**src/rtl/emmc_ldr_pkg.sv**
```systemverilog
package emmc_ldr_pkg;

  typedef enum logic [4:0] {
    S_IDLE, S_DESEL, S_RSTW, S_RSTP, S_CSD, S_CSD0, S_CSD1, S_SEL, S_SW,
    S_RDY, S_DMA, S_BSZ, S_BCNT, S_HCR, S_HCW, S_BGR, S_BGW, S_RDCMD
  } ldr_state_e;

  localparam logic [1:0] SZ_B = 2'd0;
  localparam logic [1:0] SZ_H = 2'd1;
  localparam logic [1:0] SZ_W = 2'd2;

  localparam logic [1:0] RSP_LONG  = 2'd1;
  localparam logic [1:0] RSP_SHORT = 2'd2;
  localparam logic [1:0] RSP_BUSY  = 2'd3;

  localparam logic [7:0] A_DMA    = 8'h00;
  localparam logic [7:0] A_BSZ    = 8'h04;
  localparam logic [7:0] A_BCNT   = 8'h06;
  localparam logic [7:0] A_RSP_LO = 8'h14;
  localparam logic [7:0] A_RSP_HI = 8'h18;
  localparam logic [7:0] A_HCTL   = 8'h28;
  localparam logic [7:0] A_GAP    = 8'h2A;
  localparam logic [7:0] A_SRST   = 8'h2F;

  localparam logic [7:0] LINE_RST_VAL = 8'h06;
  localparam logic [7:0] DMA_SEL_MASK = 8'h18;
  localparam logic [7:0] GAP_STOP_BIT = 8'h01;

  localparam logic [5:0] C_SWITCH = 6'd6;
  localparam logic [5:0] C_SELECT = 6'd7;
  localparam logic [5:0] C_CARDDATA = 6'd9;
  localparam logic [5:0] C_MREAD = 6'd18;

endpackage

```
**src/rtl/emmc_csd_addr_mode.sv**
```systemverilog
module emmc_csd_addr_mode #(
  parameter logic [31:0] LO_MASK = 32'hFFC00380,
  parameter logic [31:0] HI_MASK = 32'h00000003
) (
  input  logic        clk,
  input  logic        rst,
  input  logic        cap_lo,
  input  logic        cap_hi,
  input  logic [31:0] word,
  output logic        sector_mode
);
  logic lo_ok;

  always_ff @(posedge clk) begin
    if (rst) begin
      lo_ok       <= 1'b0;
      sector_mode <= 1'b0;
    end else begin
      if (cap_lo) lo_ok <= ((word & LO_MASK) == LO_MASK);
      if (cap_hi) sector_mode <= lo_ok && ((word & HI_MASK) == HI_MASK);
    end
  end
endmodule

```
**src/rtl/emmc_rd_arg.sv**
```systemverilog
module emmc_rd_arg #(
  parameter int LBA_W   = 32,
  parameter int BLK_LOG = 9
) (
  input  logic [LBA_W-1:0] lba,
  input  logic             sector_mode,
  output logic [31:0]      arg
);
  localparam int EXT_W = (LBA_W > 32) ? LBA_W : 32;
  logic [EXT_W-1:0] ext;

  always_comb begin
    ext = EXT_W'(lba);
    arg = sector_mode ? ext[31:0] : 32'(ext << BLK_LOG);
  end
endmodule

```
**src/rtl/emmc_boot_loader.sv**
```systemverilog
module emmc_boot_loader
  import emmc_ldr_pkg::*;
#(
  parameter int          LBA_W      = 32,
  parameter int          DST_W      = 64,
  parameter int          CNT_W      = 16,
  parameter logic [15:0] RCA        = 16'h1000,
  parameter logic [7:0]  BOOT_PART  = 8'd1,
  parameter logic [7:0]  PART_INDEX = 8'd179,
  parameter logic [1:0]  ACCESS_WR  = 2'd3,
  parameter logic [2:0]  DMA_BOUND  = 3'd7,
  parameter int          BLK_LOG    = 9
) (
  input  logic             clk,
  input  logic             rst,
  input  logic             start,
  output logic             ready,
  output logic             err,
  input  logic             rd_req,
  input  logic [LBA_W-1:0] rd_lba,
  input  logic [DST_W-1:0] rd_dst,
  input  logic [CNT_W-1:0] rd_cnt,
  output logic             rd_done,
  output logic             rd_err,
  output logic             cmd_valid,
  output logic [5:0]       cmd_idx,
  output logic [31:0]      cmd_arg,
  output logic [1:0]       cmd_rsp,
  output logic             cmd_crc_chk,
  output logic             cmd_idx_chk,
  output logic             cmd_data,
  input  logic             cmd_done,
  input  logic             cmd_err,
  output logic             reg_req,
  output logic             reg_we,
  output logic [1:0]       reg_size,
  output logic [7:0]       reg_addr,
  output logic [31:0]      reg_wdata,
  input  logic             reg_ack,
  input  logic [31:0]      reg_rdata
);
  localparam logic [11:0] BLK_BYTES = 12'(1 << BLK_LOG);
  localparam logic [31:0] RCA_ARG   = {RCA, 16'h0000};
  localparam logic [31:0] PART_ARG  = {6'd0, ACCESS_WR, PART_INDEX, BOOT_PART, 8'h00};
  localparam logic [31:0] BSZ_VAL   = {16'h0000, 1'b0, DMA_BOUND, BLK_BYTES};

  ldr_state_e       st, reg_nx, cmd_nx;
  logic             is_reg, is_cmd, dst_ok, sector_mode, reg_fin;
  logic [LBA_W-1:0] lba_q;
  logic [31:0]      dst_q, rd_arg_w;
  logic [CNT_W-1:0] cnt_q;
  logic [7:0]       rmw_q;
  logic             op_we;
  logic [1:0]       op_size;
  logic [7:0]       op_addr;
  logic [31:0]      op_wdata, op_arg;
  logic [5:0]       op_idx;
  logic [1:0]       op_rsp;
  logic             op_crc, op_ichk, op_data;

  generate
    if (DST_W > 32) begin : g_wide_dst
      assign dst_ok = ~|rd_dst[DST_W-1:32];
    end else begin : g_narrow_dst
      assign dst_ok = 1'b1;
    end
  endgenerate

  assign reg_fin = reg_req && reg_ack;

  emmc_csd_addr_mode u_mode (
    .clk(clk), .rst(rst),
    .cap_lo(reg_fin && st == S_CSD0),
    .cap_hi(reg_fin && st == S_CSD1),
    .word(reg_rdata), .sector_mode(sector_mode)
  );

  emmc_rd_arg #(.LBA_W(LBA_W), .BLK_LOG(BLK_LOG)) u_arg (
    .lba(lba_q), .sector_mode(sector_mode), .arg(rd_arg_w)
  );

  always_comb begin
    is_reg   = st inside {S_RSTW, S_RSTP, S_CSD0, S_CSD1, S_DMA, S_BSZ,
                          S_BCNT, S_HCR, S_HCW, S_BGR, S_BGW};
    is_cmd   = st inside {S_DESEL, S_CSD, S_SEL, S_SW, S_RDCMD};
    op_we    = 1'b0;
    op_size  = SZ_B;
    op_addr  = 8'h00;
    op_wdata = 32'h0;
    reg_nx   = S_IDLE;
    op_idx   = C_SELECT;
    op_arg   = 32'h0;
    op_rsp   = RSP_SHORT;
    op_crc   = 1'b1;
    op_ichk  = 1'b1;
    op_data  = 1'b0;
    cmd_nx   = S_IDLE;
    case (st)
      S_RSTW:  begin op_we = 1'b1; op_addr = A_SRST; op_wdata = 32'(LINE_RST_VAL); reg_nx = S_RSTP; end
      S_RSTP:  begin op_addr = A_SRST; reg_nx = (reg_rdata[7:0] == 8'h00) ? S_CSD : S_RSTP; end
      S_CSD0:  begin op_size = SZ_W; op_addr = A_RSP_LO; reg_nx = S_CSD1; end
      S_CSD1:  begin op_size = SZ_W; op_addr = A_RSP_HI; reg_nx = S_SEL; end
      S_DMA:   begin op_we = 1'b1; op_size = SZ_W; op_addr = A_DMA; op_wdata = dst_q; reg_nx = S_BSZ; end
      S_BSZ:   begin op_we = 1'b1; op_size = SZ_H; op_addr = A_BSZ; op_wdata = BSZ_VAL; reg_nx = S_BCNT; end
      S_BCNT:  begin op_we = 1'b1; op_size = SZ_H; op_addr = A_BCNT; op_wdata = 32'(cnt_q); reg_nx = S_HCR; end
      S_HCR:   begin op_addr = A_HCTL; reg_nx = S_HCW; end
      S_HCW:   begin op_we = 1'b1; op_addr = A_HCTL; op_wdata = 32'(rmw_q & ~DMA_SEL_MASK); reg_nx = S_BGR; end
      S_BGR:   begin op_addr = A_GAP; reg_nx = S_BGW; end
      S_BGW:   begin op_we = 1'b1; op_addr = A_GAP; op_wdata = 32'(rmw_q & ~GAP_STOP_BIT); reg_nx = S_RDCMD; end
      S_DESEL: cmd_nx = S_RSTW;
      S_CSD:   begin op_idx = C_CARDDATA; op_arg = RCA_ARG; op_rsp = RSP_LONG; op_ichk = 1'b0; cmd_nx = S_CSD0; end
      S_SEL:   begin op_arg = RCA_ARG; cmd_nx = S_SW; end
      S_SW:    begin op_idx = C_SWITCH; op_arg = PART_ARG; op_rsp = RSP_BUSY; cmd_nx = S_RDY; end
      S_RDCMD: begin op_idx = C_MREAD; op_arg = rd_arg_w; op_data = 1'b1; cmd_nx = S_RDY; end
      default: ;
    endcase
  end

  always_ff @(posedge clk) begin
    if (rst) begin
      st <= S_IDLE; ready <= 1'b0; err <= 1'b0; rd_done <= 1'b0; rd_err <= 1'b0;
      cmd_valid <= 1'b0; cmd_idx <= 6'd0; cmd_arg <= 32'h0; cmd_rsp <= 2'd0;
      cmd_crc_chk <= 1'b0; cmd_idx_chk <= 1'b0; cmd_data <= 1'b0;
      reg_req <= 1'b0; reg_we <= 1'b0; reg_size <= 2'd0; reg_addr <= 8'h00; reg_wdata <= 32'h0;
      lba_q <= '0; dst_q <= 32'h0; cnt_q <= '0; rmw_q <= 8'h00;
    end else begin
      rd_done <= 1'b0;
      if (rd_req) begin
        if (st == S_RDY && !start && dst_ok) begin
          lba_q <= rd_lba; dst_q <= rd_dst[31:0]; cnt_q <= rd_cnt; st <= S_DMA;
        end else begin
          rd_done <= 1'b1; rd_err <= 1'b1;
        end
      end
      if (start && (st == S_IDLE || st == S_RDY)) begin
        err <= 1'b0; ready <= 1'b0; st <= S_DESEL;
      end
      if (is_reg) begin
        if (!reg_req) begin
          reg_req <= 1'b1; reg_we <= op_we; reg_size <= op_size;
          reg_addr <= op_addr; reg_wdata <= op_wdata;
        end else if (reg_ack) begin
          reg_req <= 1'b0;
          if (st == S_HCR || st == S_BGR) rmw_q <= reg_rdata[7:0];
          st <= reg_nx;
        end
      end
      if (is_cmd) begin
        if (!cmd_valid) begin
          cmd_valid <= 1'b1; cmd_idx <= op_idx; cmd_arg <= op_arg; cmd_rsp <= op_rsp;
          cmd_crc_chk <= op_crc; cmd_idx_chk <= op_ichk; cmd_data <= op_data;
        end else if (cmd_done) begin
          cmd_valid <= 1'b0;
          if (st == S_RDCMD) begin
            rd_done <= 1'b1; rd_err <= cmd_err;
          end
          if (cmd_err && st != S_DESEL) begin
            err <= 1'b1; ready <= 1'b0; st <= S_IDLE;
          end else begin
            if (st == S_SW) ready <= 1'b1;
            st <= cmd_nx;
          end
        end
      end
    end
  end
endmodule

```
**config.mk**
```make
export PLATFORM = sky130hd
export DESIGN_NAME = emmc_boot_loader
export DESIGN_NICKNAME = d
export VERILOG_FILES = /design/src/rtl/emmc_ldr_pkg.sv /design/src/rtl/emmc_csd_addr_mode.sv /design/src/rtl/emmc_rd_arg.sv /design/src/rtl/emmc_boot_loader.sv
export SDC_FILE = /design/constraint.sdc
export NUM_CORES = 1
export LEC_CHECK = 0
export BUFFER_PORTS_ARGS = -buffer_cell sky130_fd_sc_hd__buf_2
export CORE_MARGIN = 2
export CORE_UTILIZATION = 50
export DETAILED_ROUTE_END_ITERATION = 10
export PLACE_DENSITY = 0.83
export SLEW_MARGIN = 25
export SYNTH_ARGS = -nofsm -noshare
export SYNTH_HDL_FRONTEND = slang
export SYNTH_HIERARCHICAL = 1
export SYNTH_SLANG_ARGS = --single-unit
```
**constraint.sdc**
```tcl
create_clock -name clk -period 2.2 [get_ports clk]
set_input_delay 0.11 -clock clk [delete_from_list [all_inputs] [get_ports clk]]
set_output_delay 0.11 -clock clk [all_outputs]
set_load 0.05 [all_outputs]
```
# After elaboration in Yosys (flattened, before gate mapping)
# Cells that the tools add are included.
word_totals:
  register_bits: 187
  latchBits: 0
  ramBits: 0
  mem_bits_ro: 0
  inputBits: 151
  output_inout_bits: 92
  elab_cells: 124
  n_memories: 0
classes:
  add_sub_neg: 0
  n_mul: 0
  div: 0
  order_cmp: 0
  n_eq_ne: 20
  shifts: 0
  muxes: 50
  bitwise: 2
  n_reduce_logical: 29
ops:
  columns: ["cell", "count"]
  rows:
  - ["one-hot mux 32 bit (6 select lines)", 1]
  - ["one-hot mux 32 bit (3 select lines)", 1]
  - ["one-hot mux 5 bit (11 select lines)", 1]
  - ["2-to-1 mux 5 bit", 10]
  - ["one-hot mux 6 bit (7 select lines)", 1]
  - ["== test 5 x 4 -> 1 bit (second input constant)", 8]
  - ["2-to-1 mux 32 bit", 1]
  - ["OR reduction 32 bit", 1]
  - ["2-to-1 mux 1 bit", 30]
  - ["== test 5 x 3 -> 1 bit (second input constant)", 4]
  - ["one-hot mux 4 bit (4 select lines)", 1]
  - ["one-hot mux 5 bit (3 select lines)", 1]
  - ["== test 13 bit (second input constant)", 1]
  - ["OR reduction 2 bit", 6]
  - ["nonzero test 11 bit", 1]
  - ["== test 5 x 2 -> 1 bit (second input constant)", 2]
  - ["== test 5 bit (second input constant)", 2]
  - ["logical AND 1 bit", 8]
  - ["zero test 8 bit", 1]
  - ["one-hot mux 2 bit (2 select lines)", 2]
  - ["AND reduction 2 bit", 3]
  - ["OR reduction 6 bit", 1]
  - ["== test 5 x 1 -> 1 bit (second input constant)", 1]
  - ["zero test 5 bit", 1]
  - ["9 further kinds", 12]

# Logic depth before layout (Yosys ltp)
depth:
  ltp_word: 12
  depth_mapped: 9
  depth_no_buf: 7

# Hierarchy
# The synthesis kept the hierarchy.
by_module_without_submodules:
  columns: ["mod", "n_inst", "cells_each", "area_each_um2", "seq_area_each_um2"]
  rows:
  - ["emmc_boot_loader", 1, 912, 7454.6, 3643.5]
  - ["emmc_rd_arg", 1, 35, 335.3, 0.0]
  - ["emmc_csd_addr_mode", 1, 12, 101.3, 40.0]

# Worst setup path before layout
# No wires, ideal clock.
synth_timing:
  path_type: "flip-flop to flip-flop"
  from: "register reg_req"
  to: "register rmw_q[0]"
  setup_time_ns: 0.128
  arrival_ns: 1.918
  required_ns: 2.072
  slack_ns: 0.155
  stages_incl_launch_ff: 6
  path_buffers: 1
  synth_period_minus_slack_ns: 2.045
  cell_sequence: "dfxtp_1 clkbuf_1 nand2_1 nor4_4 mux2i_1 nor2_1"
synth_between:
  elab_chain_len: 1
synth_lines:
  columns: ["element", "line", "source"]
  rows:
  - ["start, declared", "emmc_boot_loader.sv:34", "output logic reg_req,"]
  - ["start signal, assigned", "emmc_boot_loader.sv:124", "reg_req <= 1'b0; reg_we <= 1'b0; reg_size <= 2'd0; reg_addr <= 8'h00; reg_wdata <= 32'h0;"]
  - ["start signal, assigned", "emmc_boot_loader.sv:140", "reg_req <= 1'b1; reg_we <= op_we; reg_size <= op_size;"]
  - ["start signal, assigned", "emmc_boot_loader.sv:143", "reg_req <= 1'b0;"]
  - ["AND reduction 4 bit (no line)", null, null]
  - ["end signal, assigned", "emmc_boot_loader.sv:144", "if (st == S_HCR || st == S_BGR) rmw_q <= reg_rdata[7:0];"]
  - ["end, declared", "emmc_boot_loader.sv:52", "logic [7:0] rmw_q;"]
# Every way passes these cells.
# A chain may end at the register's enable or synchronous reset.

# Worst setup path in the final report
layout_timing:
  from: "register st[1]"
  to: "register st[1]"
layout_between:
  elab_chain_len: 12
  word_cells_on_any_way: 39
  classes_between: "eq/ne: 18; mux: 12; reduce/logical: 9"
layout_lines:
  columns: ["element", "line", "source"]
  rows:
  - ["start, declared", "emmc_boot_loader.sv:47", "ldr_state_e st, reg_nx, cmd_nx;"]
  - ["start signal, assigned", "emmc_boot_loader.sv:145", "st <= reg_nx;"]
  - ["start signal, assigned", "emmc_boot_loader.sv:161", "st <= cmd_nx;"]
  - ["== test 5 x 4 -> 1 bit", "emmc_boot_loader.sv:129, emmc_boot_loader.sv:135", null]
  - ["logical AND 1 bit (2 in series)", "emmc_boot_loader.sv:129", "if (st == S_RDY && !start && dst_ok) begin"]
  - ["2-to-1 mux 5 bit", "emmc_boot_loader.sv:129", null]
  - ["2-to-1 mux 5 bit", "emmc_boot_loader.sv:128", "if (rd_req) begin"]
  - ["2-to-1 mux 5 bit", "emmc_boot_loader.sv:135", "if (start && (st == S_IDLE || st == S_RDY)) begin"]
  - ["2-to-1 mux 5 bit", "emmc_boot_loader.sv:142", "end else if (reg_ack) begin"]
  - ["2-to-1 mux 5 bit", "emmc_boot_loader.sv:139", "if (!reg_req) begin"]
  - ["2-to-1 mux 5 bit", "emmc_boot_loader.sv:138", "if (is_reg) begin"]
  - ["2-to-1 mux 5 bit", "emmc_boot_loader.sv:152", "end else if (cmd_done) begin"]
  - ["2-to-1 mux 5 bit", "emmc_boot_loader.sv:149", "if (!cmd_valid) begin"]
  - ["2-to-1 mux 5 bit *", "emmc_boot_loader.sv:148", "if (is_cmd) begin"]
# Mark *: on every way between the ends. The rest lies on a longest branch, timed or not.

==> metrics.cfg <==
[outcome]
status=completed

[layout]
post-route-util=0.703
multi_input_area_um2=3790
area_delta_synth_final_pct=36.5
diodes=0
regArea_um2=3680
final_net_count=1402
n_fill_cell=1137
layout-drive-gt1-share=0.267

[clocking]
cts_tree=built
cts_made_buffers=17
cts.sinks=184
clk_path_buf_depth=2
htree_num_levels=4
clk_latency_ns=0.43
root_buffer=clkbuf_16
clk_pin_slew_ns=0.07

[global_routing]
grtUsageTotal=0.303
grt_max_degree=81
grt_pass1_wl_um=40200
antenna_found_initial=0
overflow=0
first_global_vias=8048

[floorplanning]
die_h_um=130
initial_utilization=0.515
io_pins=243
die_w_um=130
core-area_um2=15300
die_area_um2=16800
std_cell_rows=45

[power_and_ir_drop]
power.share.clock=0.376
leakagePower_nw=4.26
p_per_area_nw_per_um2=710
p_sw_frac=0.294
intPower_mw=5.40
peakVddDrop_v=0.000650
p_switching_mw=2.25
finalPower_mw=7.64
seq_power_share=0.454
combPwrFrac=0.170

[job]
maxCapViolations=0

[timing]
hold_viol=0
finalMaxSlewViolations=0
slew_headroom=0.651
fin_skew_ns=0.0127
worst_pin_slew_ns=0.522
setup_violations=0
worst_slack_ns=0.0847
fin_crit_ns=2.12
period_share=0.962
rsz0062_at_grt=false
setup_tns_ns=0
fmax_ghz=0.473
timing.hold.ws_ns=0.0244

[route]
drc=0
first_pass_iters=5
drt_wl_total_um=25900
wl_per_cell_um=17.5
drt.antenna.violating_nets=0
vias=8435
via_per_inst=5.72
dr.first_iter.drc_count=786

[worst_setup_path]
cp_top_family=compound AO/OA/AOI/OAI gates
cp_data_arrival_time_ns=2.45
crit_path_max_fanout=7
worstPathBufferInverterCount=1
end_kind=register
path_class=register to register
start_kind=register
worst_path_max_delay_cell=dfxtp_1
cp_slowest_stage_delay_ns=0.41
cp.required_ns=2.54
crit_chain=buf_4, nor4b_4, a211oi_2, a21oi_1, o21ai_0, a311oi_2

[placement]
dpl.hpwl_um=15300
place_ws_ns=0.152
io_buffer_count=227
gp_congestion=0.920

[synth]
synthCells=959
synth_cell_types=67
synth-seq-cells=184
ys_seq_area_frac=0.467
synth_edf_count=0
async_flop_share=0
synth_ff_type=dfxtp_1
synth_area_um2=7890
synth_area_per_cell_um2=8.23
yosysWarnings=6

[worst_hold_path]
worst_hold_path_type=input port to register

==> path summary, 6_finish.rpt <==
kind,startpoint,end,slack [ns],depth (start not counted)
max reg2reg,st[1],st[1],0.08,6
min reg2reg,reg_wdata[30],reg_wdata[30],0.45,2
min,rst,rmw_q[1],0.02,2
max,st[1],st[1],0.08,6
==> state kept, by name, indices dropped and copies added, names as in the netlist, 6 cells and up <==
name / cells
cnt_q: 16
reg_addr: 6
dst_q: 32
reg_wdata: 32
cmd_arg: 32
rmw_q: 8
lba_q: 32
==> power groups by stage <==
| stage | clock network, mW | logic [mW] | registers [mW] |
|---|---|---|---|
| after floorplan | 0 | 0.471 | 3.81 |
| after global placement | 0 | 1.12 | 3.54 |
| after detailed placement | 0 | 1.13 | 3.54 |
| after CTS | 2.89 | 1.26 | 3.47 |
| after global routing | 3.04 | 1.38 | 3.48 |
| final | 2.87 | 1.30 | 3.47 |
==> metal layers <==
layer / part of all wire / up-vias / GRT usage
met5: 0 / - / 0
met4: 0.031 / 0 / 0.123
met2: 0.48 / 450 / 0.505
met3: 0.086 / 85 / 0.0826
li1: - / 3945 / -
met1: 0.40 / 3955 / 0.371
==> metrics by stage <==
step	std cells	area, um^2
after floorplan	961	7900
after global placement	1354	9320
after detailed placement	1354	9320
after CTS	1474	10800
after global routing	1474	10800
final	1474	10800
==> synthesized netlist by cell type, types with 2 or more instances <==
cell	number	share of area
a211oi_1	12	0.011
a21boi_0	2	0.0019
a21o_1	4	0.0038
a21oi_1	157	0.10
a21oi_2	3	0.0033
a221o_1	12	0.015
a22o_1	4	0.0044
a22oi_1	2	0.0019
a311oi_1	5	0.0055
a31oi_1	2	0.0016
a32oi_1	16	0.018
and2_1	9	0.0071
and3_1	6	0.0048
and4_1	4	0.0044
buf_2	22	0.014
buf_4	20	0.019
clkbuf_1	38	0.018
clkbuf_2	2	0.0013
dfxtp_1	184	0.47
inv_1	8	0.0038
mux2_2	22	0.031
mux2i_1	8	0.010
nand2_1	215	0.10
nand2b_1	5	0.0040
nand3_1	25	0.016
nand3b_1	2	0.0019
nand4_1	7	0.0055
nand4b_1	4	0.0044
nor2_1	50	0.024
nor2b_1	4	0.0032
nor3_1	13	0.0082
nor3_2	2	0.0025
nor3b_1	4	0.0038
nor4_1	12	0.0095
o211ai_1	2	0.0019
o21a_1	5	0.0048
o21ai_0	35	0.022
o32ai_1	2	0.0022
or4_1	2	0.0019
==> worst reg2reg max path, delay by kind of cell, from the launching register on <==
| kind | cells | cell delay (ns) |
|---|---|---|
| AOI/OAI and AO/OA | 4 | 1.06 |
| DFF | 1 | 0.41 |
| and+or+nand+nor | 1 | 0.35 |
| buffers and inverters | 1 | 0.21 |
==> repair_timing <==
action,4_1_cts,5_1_grt
hold buffers,89,0
resized for setup,0,3
setup endpoints to repair,0,83
buffers inserted,0,0
endpoints found under the hold margin,90,0
==> cell type report <==
type                            instances  share of cell area
Clock buffer                           21              0.0428
Clock inverter                         10             0.00825
Inverter                               10             0.00349
Multi-Input combinational cell        685               0.352
Sequential cell                       184               0.342
Tap cell                              211              0.0245
Timing Repair Buffer                  353               0.227
==> placed cells by master, fill, tap and decap left out, drive strengths merged, types with 15 or more instances in the layout <==
master | synthesis | layout
dfxtp | 184 | 184
dlygate4sd3 | 0 | 89
nor2 | 51 | 51
a21oi | 160 | 160
nand3 | 25 | 25
o21ai | 36 | 36
nand2 | 215 | 215
clkbuf | 40 | 21
mux2 | 23 | 23
buf | 42 | 264
nor3 | 15 | 15
a32oi | 16 | 16
==> cells by family after synthesis <==
logic type / after synthesis / synth area share
flops: 184 / 0.467
compound gates: 275 / 0.212
mux: 31 / 0.0430
xor+xnor: 3 / 0.00428
buf+inv: 92 / 0.0571
other cells: 1 / 0.000475
simple gates: 373 / 0.216
(Power assumes the default switching activity.)
